===== src/rtl/bsc_pkg.sv =====
package bsc_pkg;
  typedef enum logic [2:0] {
    CONN_THRU    = 3'd0,
    CONN_TO_PAD  = 3'd1,
    CONN_TO_CORE = 3'd2,
    CONN_BOTH    = 3'd3,
    CONN_HIZ     = 3'd4
  } conn_e;

  typedef enum logic [1:0] {
    SAMP_IDLE    = 2'd0,
    SAMP_CAPTURE = 2'd1,
    SAMP_UPDATE  = 2'd2,
    SAMP_SHIFT   = 2'd3
  } samp_e;
endpackage


===== src/rtl/bsc_scan_stage.sv =====
module bsc_scan_stage #(
  parameter bit CAPTURE_CORE = 1'b0
) (
  input  logic           tck,
  input  logic           rst_n,
  input  bsc_pkg::samp_e samp,
  input  logic           core_out,
  input  logic           pad_in,
  input  logic           scan_in,
  output logic           stage_q
);
  logic cap_bit;

  // The capture source is fixed when the cell is built.
  generate
    if (CAPTURE_CORE) begin : g_cap_core
      assign cap_bit = core_out;
    end else begin : g_cap_pad
      assign cap_bit = pad_in;
    end
  endgenerate

  always_ff @(posedge tck or negedge rst_n) begin
    if (!rst_n) begin
      stage_q <= 1'b0;
    end else begin
      unique case (samp)
        bsc_pkg::SAMP_CAPTURE: stage_q <= cap_bit;
        bsc_pkg::SAMP_SHIFT:   stage_q <= scan_in;
        default:               stage_q <= stage_q;
      endcase
    end
  end
endmodule


===== src/rtl/bsc_hold_latch.sv =====
module bsc_hold_latch (
  input  logic           tck,
  input  logic           rst_n,
  input  bsc_pkg::samp_e samp,
  input  logic           stage_q,
  output logic           hold_q
);
  // The held value moves on the falling edge, half a period after the stage.
  always_ff @(negedge tck or negedge rst_n) begin
    if (!rst_n) begin
      hold_q <= 1'b0;
    end else if (samp == bsc_pkg::SAMP_UPDATE) begin
      hold_q <= stage_q;
    end
  end
endmodule


===== src/rtl/bsc_route.sv =====
module bsc_route (
  input  bsc_pkg::conn_e conn,
  input  logic           hold_q,
  input  logic           core_out,
  input  logic           core_en,
  input  logic           pad_in,
  output logic           core_in,
  output logic           pad_out,
  output logic           pad_en
);
  always_comb begin
    core_in = pad_in;
    pad_out = core_out;
    pad_en  = core_en;
    unique case (conn)
      bsc_pkg::CONN_THRU: begin
      end
      bsc_pkg::CONN_TO_PAD: begin
        pad_out = hold_q;
        pad_en  = 1'b1;
      end
      bsc_pkg::CONN_TO_CORE: begin
        core_in = hold_q;
      end
      bsc_pkg::CONN_BOTH: begin
        pad_out = hold_q;
        pad_en  = 1'b1;
        core_in = hold_q;
      end
      default: begin
        pad_en = 1'b0;
      end
    endcase
  end
endmodule


===== src/rtl/bsc_iocell.sv =====
module bsc_iocell #(
  parameter bit CAPTURE_CORE = 1'b0
) (
  input  logic       tck,
  input  logic       rst_n,
  input  logic [2:0] conn_mode,
  input  logic [1:0] samp_mode,
  input  logic       core_out,
  input  logic       core_en,
  output logic       core_in,
  input  logic       pad_in,
  output logic       pad_out,
  output logic       pad_en,
  input  logic       scan_in,
  output logic       scan_out
);
  bsc_pkg::conn_e conn;
  bsc_pkg::samp_e samp;
  logic           stage_q;
  logic           hold_q;

  assign conn = bsc_pkg::conn_e'(conn_mode);
  assign samp = bsc_pkg::samp_e'(samp_mode);

  bsc_scan_stage #(.CAPTURE_CORE(CAPTURE_CORE)) u_stage (
    .tck      (tck),
    .rst_n    (rst_n),
    .samp     (samp),
    .core_out (core_out),
    .pad_in   (pad_in),
    .scan_in  (scan_in),
    .stage_q  (stage_q)
  );

  bsc_hold_latch u_hold (
    .tck     (tck),
    .rst_n   (rst_n),
    .samp    (samp),
    .stage_q (stage_q),
    .hold_q  (hold_q)
  );

  bsc_route u_route (
    .conn     (conn),
    .hold_q   (hold_q),
    .core_out (core_out),
    .core_en  (core_en),
    .pad_in   (pad_in),
    .core_in  (core_in),
    .pad_out  (pad_out),
    .pad_en   (pad_en)
  );

  assign scan_out = stage_q;
endmodule


===== config.mk =====
export PLATFORM = sky130hd
export DESIGN_NAME = bsc_iocell
export DESIGN_NICKNAME = d
export VERILOG_FILES = /design/src/rtl/bsc_pkg.sv /design/src/rtl/bsc_scan_stage.sv /design/src/rtl/bsc_hold_latch.sv /design/src/rtl/bsc_route.sv /design/src/rtl/bsc_iocell.sv
export SDC_FILE = /design/constraint.sdc
export NUM_CORES = 1
export LEC_CHECK = 0
export BUFFER_PORTS_ARGS = -buffer_cell sky130_fd_sc_hd__clkbuf_2
export CAP_MARGIN = 0
export CORE_AREA = 3 3 40 42
export DETAILED_ROUTE_END_ITERATION = 10
export DIE_AREA = 0 0 43 45
export SLEW_MARGIN = 20
export SYNTH_ARGS = -nofsm -noshare
export SYNTH_HDL_FRONTEND = slang
export SYNTH_HIERARCHICAL = 1
export SYNTH_SLANG_ARGS = --single-unit

===== constraint.sdc =====
create_clock -name tck -period 0.97 [get_ports tck]
set_clock_uncertainty 0.05 [all_clocks]
set_input_delay 0.2425 -clock tck [delete_from_list [all_inputs] [get_ports tck]]
set_output_delay 0.2425 -clock tck [all_outputs]
set_load 0.02 [all_outputs]

Word level (Yosys, flattened, before mapping) --
Cells that the tools add are included. Widths: inputs -> output; s select.
Operators by class: mux-type cells 4, reductions and logical operators 5, eq/ne operators 6
Operator list (count):
- $eq 3x2->1 const B | 2
- $reduce_or 2->1 | 3
- $eq 2x2->1 const B | 2
- $pmux 1 s2 | 2
- $eq 3x1->1 const B | 1
- $logic_not 3->1 | 1
- $eq 2x1->1 const B | 1
- $mux 1 | 2
- $reduce_bool 2->1 | 1
Word-level totals: bits in registers 2, output and inout port bits 4, logic and storage cells 17, bits of input ports 11

Logic depth before layout (Yosys ltp) --
Gate-level depths: netlist of the first run.
depth after elaboration 3, gate-level depth with buffers 2

Modules after synthesis --
Netlist of the first run, hierarchy kept.
Modules (own cells, without submodules):
- bsc_hold_latch | seq. area each 25.0 um2, cells each 3, times used 1, area each 46.3 um2
- bsc_scan_stage | seq. area each 25.0 um2, cells each 4, times used 1, area each 43.8 um2
- bsc_route | seq. area each 0.0 um2, cells each 6, times used 1, area each 42.5 um2

==> flow_summary.ini, run 1 <==
[critical_path]
cp-start-kind = register
r2r_end = u_hold/hold_q$_DFFE_NN0N_
crit_start = u_hold/hold_q$_DFFE_NN0N_
critical_path_depth = 2
worstSetupPathType = reg -> out
required_ns = 0.68
path_max_fanout = 3
rr_startpoint = u_stage/stage_q$_DFFE_PN0P_
r2r_slack_ns = -0.38
path_cells = mux2_4, buf_6
critPathSlowestCell = dfrtn_1
r2r_cells = 1
critPathTopFamily = flip-flops
cp_num_buf_inv = 1
crit_path_max_incr_delay_ns = 0.35
cp.arrival_ns = 1.47
crit_path_end = pad_out
crit_path_end_kind = output port

[detailed_routing]
finalWirelength_um = 406
drtAntennaViolNets = 0
drt_iter0_markers = 1
drc = 0
viasPerCell = 3.442
wire_per_inst_um = 7.808
num_vias = 179
firstDrtPassIters = 2

[logic_synthesis]
ys_seq_elements = 2
yosysTopAreaCell = dfrtn_1
synth_top_area_share_pct = 18.87
ys_top_cells_by_area = dfrtn_1 19%, dfrtp_1 19%, mux2_1 17%
synthesis.nets = 24
seq_area_frac_synth_pct = 37.74
synthDistinctLibCells = 8
syn_area_per_cell_um2 = 10.20
netlist_instances = 13
syn-cell-area_um2 = 132.6
ys_warn_count = 6

[pwr]
power.leakage_nw = 0.1776
peakVddDrop_mv = 0.2818
powerDensity_nw_per_um2 = 1421

[global_routing]
grt_usage_pct = 5.583
grt_start_max_net_pins = 4
grt_pass1_wl_um = 703
grt_antenna_before_repair = 0
grt_pass1_vias = 205
grt_overflow = 0

[final_layout]
num-fill-cells = 144
multiInputGateArea_um2 = 92.59
antenna_cells = 0
nets = 49
syn_to_final_growth_pct = 150.9
layout_common_cells = 11 x clkbuf_2, 4 x buf_4
drive_gt1_share_pct = 72.97
design_area_um2 = 332.8
final_common_cell = clkbuf_2
seqCellArea_um2 = 51.30

[clock_network]
cts_tree = built
cts_root_buf = clkbuf_4
cts_buffers = 3
cts-htree-levels = 1
clk_pin_slew_ns = 0.04
cts_buffer_depth = 2
clock_sinks = 2
worstSkewPairLatency_ns = 0.23

[sta]
finalSetupViolations = 4
slew_violations = 0
rsz0062_at_grt = true
hold_slack_ns = 0.2441
final.setup.worst_slack_ns = -0.7953
hold_viol_final = 0
fin_setup_tns_ns = -2.149
worst_pin_slew_ns = 0.1154
relSlewSlack_pct = 92.09

[floorplanning]
die_x_um = 43
fp-row-count = 13
dieArea_um2 = 1935
die_h_um = 45
pin_count = 15
initial_core_util_pct = 10.32
placeableCoreArea_um2 = 1285

[place]
place_area_um2 = 260.3
place_congestion = 0.5931
io_buffers = 14

[job]
drv_cap = 0

[status]
status = complete, but fails checks
failed_checks = setup timing

[hold_path]
hold_path.class = in -> reg
[worst min path at each step]
stage	from	to	slack, ns	cells after the start
2_1_floorplan	rst_n	u_stage/stage_q$_DFFE_PN0P_	-0.10	0
3_3_place_gp	rst_n	u_stage/stage_q$_DFFE_PN0P_	-0.02	1
3_5_place_dp	rst_n	u_stage/stage_q$_DFFE_PN0P_	-0.02	1
4_1_cts	samp_mode[0]	u_stage/stage_q$_DFFE_PN0P_	0.23	3
5_1_grt	rst_n	u_stage/stage_q$_DFFE_PN0P_	0.27	2
6_report	samp_mode[0]	u_stage/stage_q$_DFFE_PN0P_	0.24	3
[power breakdown]
part / switching, W / leakage (nW) / total [W] / internal, W
clock: 0.0000516 / 0.0150 / 0.000205 / 0.000153
sequential: 0.00000907 / 0.0215 / 0.000108 / 0.0000985
combinational: 0.0000589 / 0.141 / 0.000161 / 0.000102
[cells by family (layout without fill, tap and decap cells)]
logic type | after synthesis | count (layout) | share of synthesized area, %
and+or+nand+nor | 6 | 6 | 22.64
muxes | 4 | 4 | 35.84
buffers and inverters | 0 | 24 | 0
AOI/OAI and AO/OA | 1 | 1 | 3.770
DFF | 2 | 2 | 37.73
[final cells by class]
class	count	share of cell area [%]
Timing Repair Buffer	20	43.23
Multi-Input combinational cell	11	27.82
Sequential cell	2	15.41
Clock buffer	4	7.895
Tap cell	15	5.639
[per-layer routing]
layer | vias up | wire length [um] | global-route usage, %
met4 | 0 | 0 | 7.229
li1 | 91 | - | -
met1 | 81 | 130 | 4.106
met3 | 0 | 49 | 3.984
met5 | - | 0 | 0
met2 | 7 | 226 | 8.383
[synth_stat cells]
cell	count
a21oi_1	1
dfrtn_1	1
dfrtp_1	1
mux2_1	2
mux2_4	1
mux2i_1	1
nand2b_1	3
nor2_1	3
[per-stage QoR]
step | instances | worst slack (ns) | util [%] | total power (W)
global placement | 46 | -0.5525 | 20.25 | 0.0002300
floorplan | 13 | -0.4415 | - | 0.0001730
global route | 52 | -0.8323 | 25.90 | 0.0005187
detailed placement | 46 | -0.5715 | 20.25 | 0.0002332
finish | 52 | -0.7953 | 25.90 | 0.0004729
CTS | 51 | -0.8263 | 24.05 | 0.0004687
[repair_timing]
item,in CTS,in global routing
resized for setup,3,9
hold buffers,1,0
endpoints found under the setup margin,4,4
endpoints found under the hold margin,1,0
setup buffers,0,2
[state kept, by name, indices dropped and copies added (netlist names)]
signal,cells
u_stage/stage_q,1
u_hold/hold_q,1
Note: power is estimated with default switching activity, not from simulation.
==> inputs of run 2 (changes only) <==
--- a/config.mk
+++ b/config.mk
@@ -10,6 +10,7 @@
 export CORE_AREA = 3 3 40 42
 export DETAILED_ROUTE_END_ITERATION = 10
 export DIE_AREA = 0 0 43 45
+export RECOVER_POWER = 50
 export SLEW_MARGIN = 20
 export SYNTH_ARGS = -nofsm -noshare
 export SYNTH_HDL_FRONTEND = slang
==> run 2 against run 1 <==
The flow still finishes with violations (setup timing); final cell count unchanged; hold slack about the same; critical path depth unchanged; core utilization down 0.097 points; non-clock buffer count stayed put; clock-buffer cell count did not move; power is 0.11% lower; largest cell class unchanged.
==> flow_summary.ini, run 2 (synthesized netlist as in run 1, its figures left out) <==
[status]
status = complete, but fails checks
failed_checks = setup timing

[clock_network]
cts_buffer_depth = 2
clock_sinks = 2
worstSkewPairLatency_ns = 0.23
clk_pin_slew_ns = 0.04
cts_buffers = 3
cts-htree-levels = 1
cts_root_buf = clkbuf_4
cts_tree = built

[detailed_routing]
drc = 0
firstDrtPassIters = 2
finalWirelength_um = 407
wire_per_inst_um = 7.827
num_vias = 179
drtAntennaViolNets = 0
drt_iter0_markers = 1
viasPerCell = 3.442

[place]
place_congestion = 0.5931
io_buffers = 14
place_area_um2 = 260.3

[hold_path]
hold_path.class = in -> reg

[global_routing]
grt_pass1_wl_um = 703
grt_usage_pct = 5.583
grt_start_max_net_pins = 4
grt_antenna_before_repair = 0
grt_pass1_vias = 205
grt_overflow = 0

[floorplanning]
fp-row-count = 13
placeableCoreArea_um2 = 1285
dieArea_um2 = 1935
initial_core_util_pct = 10.32
pin_count = 15
die_h_um = 45
die_x_um = 43

[final_layout]
reg_top3 = u_hold/hold_q x1, u_stage/stage_q x1
antenna_cells = 0
nets = 49
final_common_cell = clkbuf_2
postLayoutCoreUtil_pct = 25.80
design_area_um2 = 331.6
drive_gt1_share_pct = 70.27
layout_common_cells = 10 x clkbuf_2, 4 x buf_4
syn_to_final_growth_pct = 150.0

[critical_path]
path_cells = mux2_4, buf_6
path_max_fanout = 3
worstSetupPathType = reg -> out
crit_path_max_incr_delay_ns = 0.35
cp-start-kind = register
crit_path_end_kind = output port
critPathTopFamily = flip-flops
cp.arrival_ns = 1.47
cp_num_buf_inv = 1
required_ns = 0.68
critPathSlowestCell = dfrtn_1

[sta]
worst_pin_slew_ns = 0.1154
relSlewSlack_pct = 92.09
slew_violations = 0
finalSetupViolations = 4
rsz0062_at_grt = true
final.setup.worst_slack_ns = -0.7953
hold_viol_final = 0

[job]
drv_cap = 0

[pwr]
powerDensity_nw_per_um2 = 1425
peakVddDrop_mv = 0.2818
power.leakage_nw = 0.1746
-- run 2: timing repair --
action | 4_1_cts | 5_1_grt
hold endpoints to repair | 1 | 0
hold buffers | 1 | 0
endpoints found under the setup margin | 4 | 4
resized for setup | 3 | 9
setup buffers | 0 | 2
-- run 2: layer usage --
metal,GRT usage (%),share of wire (%),vias to the layer above,wire length [um]
met3,3.984,12,0,49
met1,4.106,32,81,131
met5,0,0,-,0
li1,-,-,91,-
met4,7.229,0,0,0
met2,8.383,56,7,226
-- run 2: layout make-up --
| cell class | instances | area (um^2) |
|---|---|---|
| Clock buffer | 4 | 26.28 |
| Fill cell | 145 | 953.4 |
| Multi-Input combinational cell | 11 | 92.59 |
| Sequential cell | 2 | 51.30 |
| Tap cell | 15 | 18.77 |
| Timing Repair Buffer | 20 | 142.6 |
-- run 2: metrics by stage --
step / setup TNS, ns / worst slack [ns] / cells / hold slack, ns / power, W
finish: -2.149 / -0.7953 / 52 / 0.2442 / 0.0004724
global route: -2.282 / -0.8323 / 52 / 0.2673 / 0.0005182
CTS: -2.253 / -0.8263 / 51 / 0.2349 / 0.0004687
detailed placement: -1.650 / -0.5715 / 46 / -0.01898 / 0.0002332
global placement: -1.614 / -0.5525 / 46 / -0.01862 / 0.0002300
floorplan: -1.315 / -0.4415 / 13 / -0.1031 / 0.0001730
-- run 2: path summary, 6_finish.rpt --
kind,from,end,slack (ns),cells past startpoint
setup / recovery,u_hold/hold_q$_DFFE_NN0N_,pad_out,-0.80,2
hold / removal,samp_mode[0],u_stage/stage_q$_DFFE_PN0P_,0.24,3
setup reg to reg,u_stage/stage_q$_DFFE_PN0P_,u_hold/hold_q$_DFFE_NN0N_,-0.38,1
hold reg to reg,u_hold/hold_q$_DFFE_NN0N_,u_hold/hold_q$_DFFE_NN0N_,0.44,1
max in group asynchronous,rst_n,u_hold/hold_q$_DFFE_NN0N_,0.06,2
min in group asynchronous,rst_n,u_stage/stage_q$_DFFE_PN0P_,0.28,2
-- run 2: where the power goes --
group          internal [W]  switching [W]
combinational      0.000101      0.0000590
clock              0.000153      0.0000516
sequential        0.0000985     0.00000907
total              0.000353       0.000120
-- run 2: worst min-delay path, cell delays in order --
cell and delay, ns:
clkbuf_2 0.08, buf_4 0.10, a21oi_1 0.06
==> inputs of run 3 (changes only) <==
--- a/config.mk
+++ b/config.mk
@@ -10,6 +10,7 @@
 export CORE_AREA = 3 3 40 42
 export DETAILED_ROUTE_END_ITERATION = 10
 export DIE_AREA = 0 0 43 45
+export PLACE_DENSITY = 0.3
 export RECOVER_POWER = 50
 export SLEW_MARGIN = 20
 export SYNTH_ARGS = -nofsm -noshare
==> run 3 against run 2 <==
The flow still finishes with violations (setup timing); setup slack got worse by 0.0034 ns; largest power group unchanged; final cell count rose by 1.9%; highest routed layer unchanged; sequential cell count did not move; wire length rose by 14%; clock-buffer cell count did not move; power rose by 3.4%.
==> flow_summary.ini, run 3 (synthesized netlist as in run 1, its figures left out) <==
[detailed_routing]
finalWirelength_um = 463
drt_iter0_markers = 3
drtAntennaViolNets = 0
wire_per_inst_um = 8.736
drc = 0
firstDrtPassIters = 2
viasPerCell = 3.528
num_vias = 187

[job]
drv_cap = 0

[floorplanning]
fp-row-count = 13
die_h_um = 45
placeableCoreArea_um2 = 1285
dieArea_um2 = 1935
initial_core_util_pct = 10.32
die_x_um = 43
pin_count = 15

[critical_path]
critPathSlowestCell = dfrtn_1
cp-start-kind = register
r2r_slack_ns = -0.38
r2r_end = u_hold/hold_q$_DFFE_NN0N_
worstSetupPathType = reg -> out
cp.arrival_ns = 1.48
required_ns = 0.68
path_cells = mux2_4, buf_6
path_max_fanout = 3
crit_path_max_incr_delay_ns = 0.35
r2r_cells = 1
rr_startpoint = u_stage/stage_q$_DFFE_PN0P_
crit_path_end_kind = output port

[sta]
hold_viol_final = 0
final.setup.worst_slack_ns = -0.7987
slew_violations = 0
fin_setup_tns_ns = -2.186
rsz0062_at_grt = true
worst_pin_slew_ns = 0.1307
finalSetupViolations = 5
relSlewSlack_pct = 91.04

[final_layout]
postLayoutCoreUtil_pct = 28.14
layout_common_cells = 9 x clkbuf_2, 5 x buf_6, 4 x buf_4
antenna_cells = 0
nets = 50
design_area_um2 = 361.6
final_common_cell = clkbuf_2
drive_gt1_share_pct = 73.68
reg_top3 = u_hold/hold_q x1, u_stage/stage_q x1
num-fill-cells = 139
syn_to_final_growth_pct = 172.6
multiInputGateArea_um2 = 105.1
seqCellArea_um2 = 51.30

[status]
failed_checks = setup timing
status = complete, but fails checks

[hold_path]
hold_path.class = in -> reg
holdCritStartpoint = samp_mode[0]
hold_depth = 3
hold_end = u_stage/stage_q$_DFFE_PN0P_

[clock_network]
cts_root_buf = clkbuf_4
cts_tree = built
cts_buffer_depth = 2
cts-htree-levels = 1
cts_buffers = 3
worstSkewPairLatency_ns = 0.24
clock_sinks = 2
clk_pin_slew_ns = 0.04

[global_routing]
grt_usage_pct = 6.417
grt_antenna_before_repair = 0
grt_pass1_wl_um = 786
grt_pass1_vias = 180
grt_start_max_net_pins = 4
grt_overflow = 0

[pwr]
total_power_w = 0.0004884
peakVddDrop_mv = 0.5266
powerDensity_nw_per_um2 = 1351
power.leakage_nw = 0.1846

[place]
place_congestion = 0.6699
place_hpwl_um = 371.2
place_area_um2 = 275.3
io_buffers = 14
place_ws_ns = -0.5690
[run 3: worst max-delay path, delay by kind of cell, from the launching register on]
kind	cells	cell delay (ns)
multiplexers	1	0.28
buffers and inverters	1	0.13
flip-flops	1	0.35
[run 3: per-stage QoR]
stage               instances  hold slack, ns
floorplan                  13         -0.1031
finish                     53          0.2434
global placement           48        -0.01677
global route               53          0.2468
detailed placement         48        -0.01540
CTS                        53          0.2394
[run 3: repair_timing]
item	4_1_cts	5_1_grt
pin swaps	2	1
gates resized for setup	6	13
gates cloned	0	0
hold buffers	1	0
endpoints found under the hold margin	1	0
setup buffers	1	1
endpoints found under the setup margin	5	5
[run 3: where the power goes]
| group | internal, W | total (W) | switching, W |
|---|---|---|---|
| combinational | 0.000108 | 0.000172 | 0.0000643 |
| clock | 0.000153 | 0.000208 | 0.0000548 |
| sequential | 0.0000985 | 0.000108 | 0.00000948 |
[run 3: worst max-delay path by stage]
stage | start | end | slack (ns)
final | u_hold/hold_q$_DFFE_NN0N_ | pad_out | -0.80
after global routing | u_hold/hold_q$_DFFE_NN0N_ | pad_out | -0.84
after CTS | u_hold/hold_q$_DFFE_NN0N_ | core_in | -0.83
after detailed placement | u_hold/hold_q$_DFFE_NN0N_ | core_in | -0.57
after global placement | u_hold/hold_q$_DFFE_NN0N_ | core_in | -0.56
after floorplan | u_hold/hold_q$_DFFE_NN0N_ | core_in | -0.44
[run 3: metal layers]
layer  wire length (um)  vias up  GRT usage [%]
met5                  0        -              0
met2                243       10          8.683
met3                 65        0          6.375
met4                  0        0          5.422
met1                154       83          5.556
li1                   -       94              -
[run 3: cell type report]
| class | count | area share, % |
|---|---|---|
| sequential | 2 | 14.19 |
| multi-input combinational | 11 | 29.07 |
| timing repair buffer | 21 | 44.29 |
| clock buffer | 4 | 7.266 |
| tap | 15 | 5.190 |
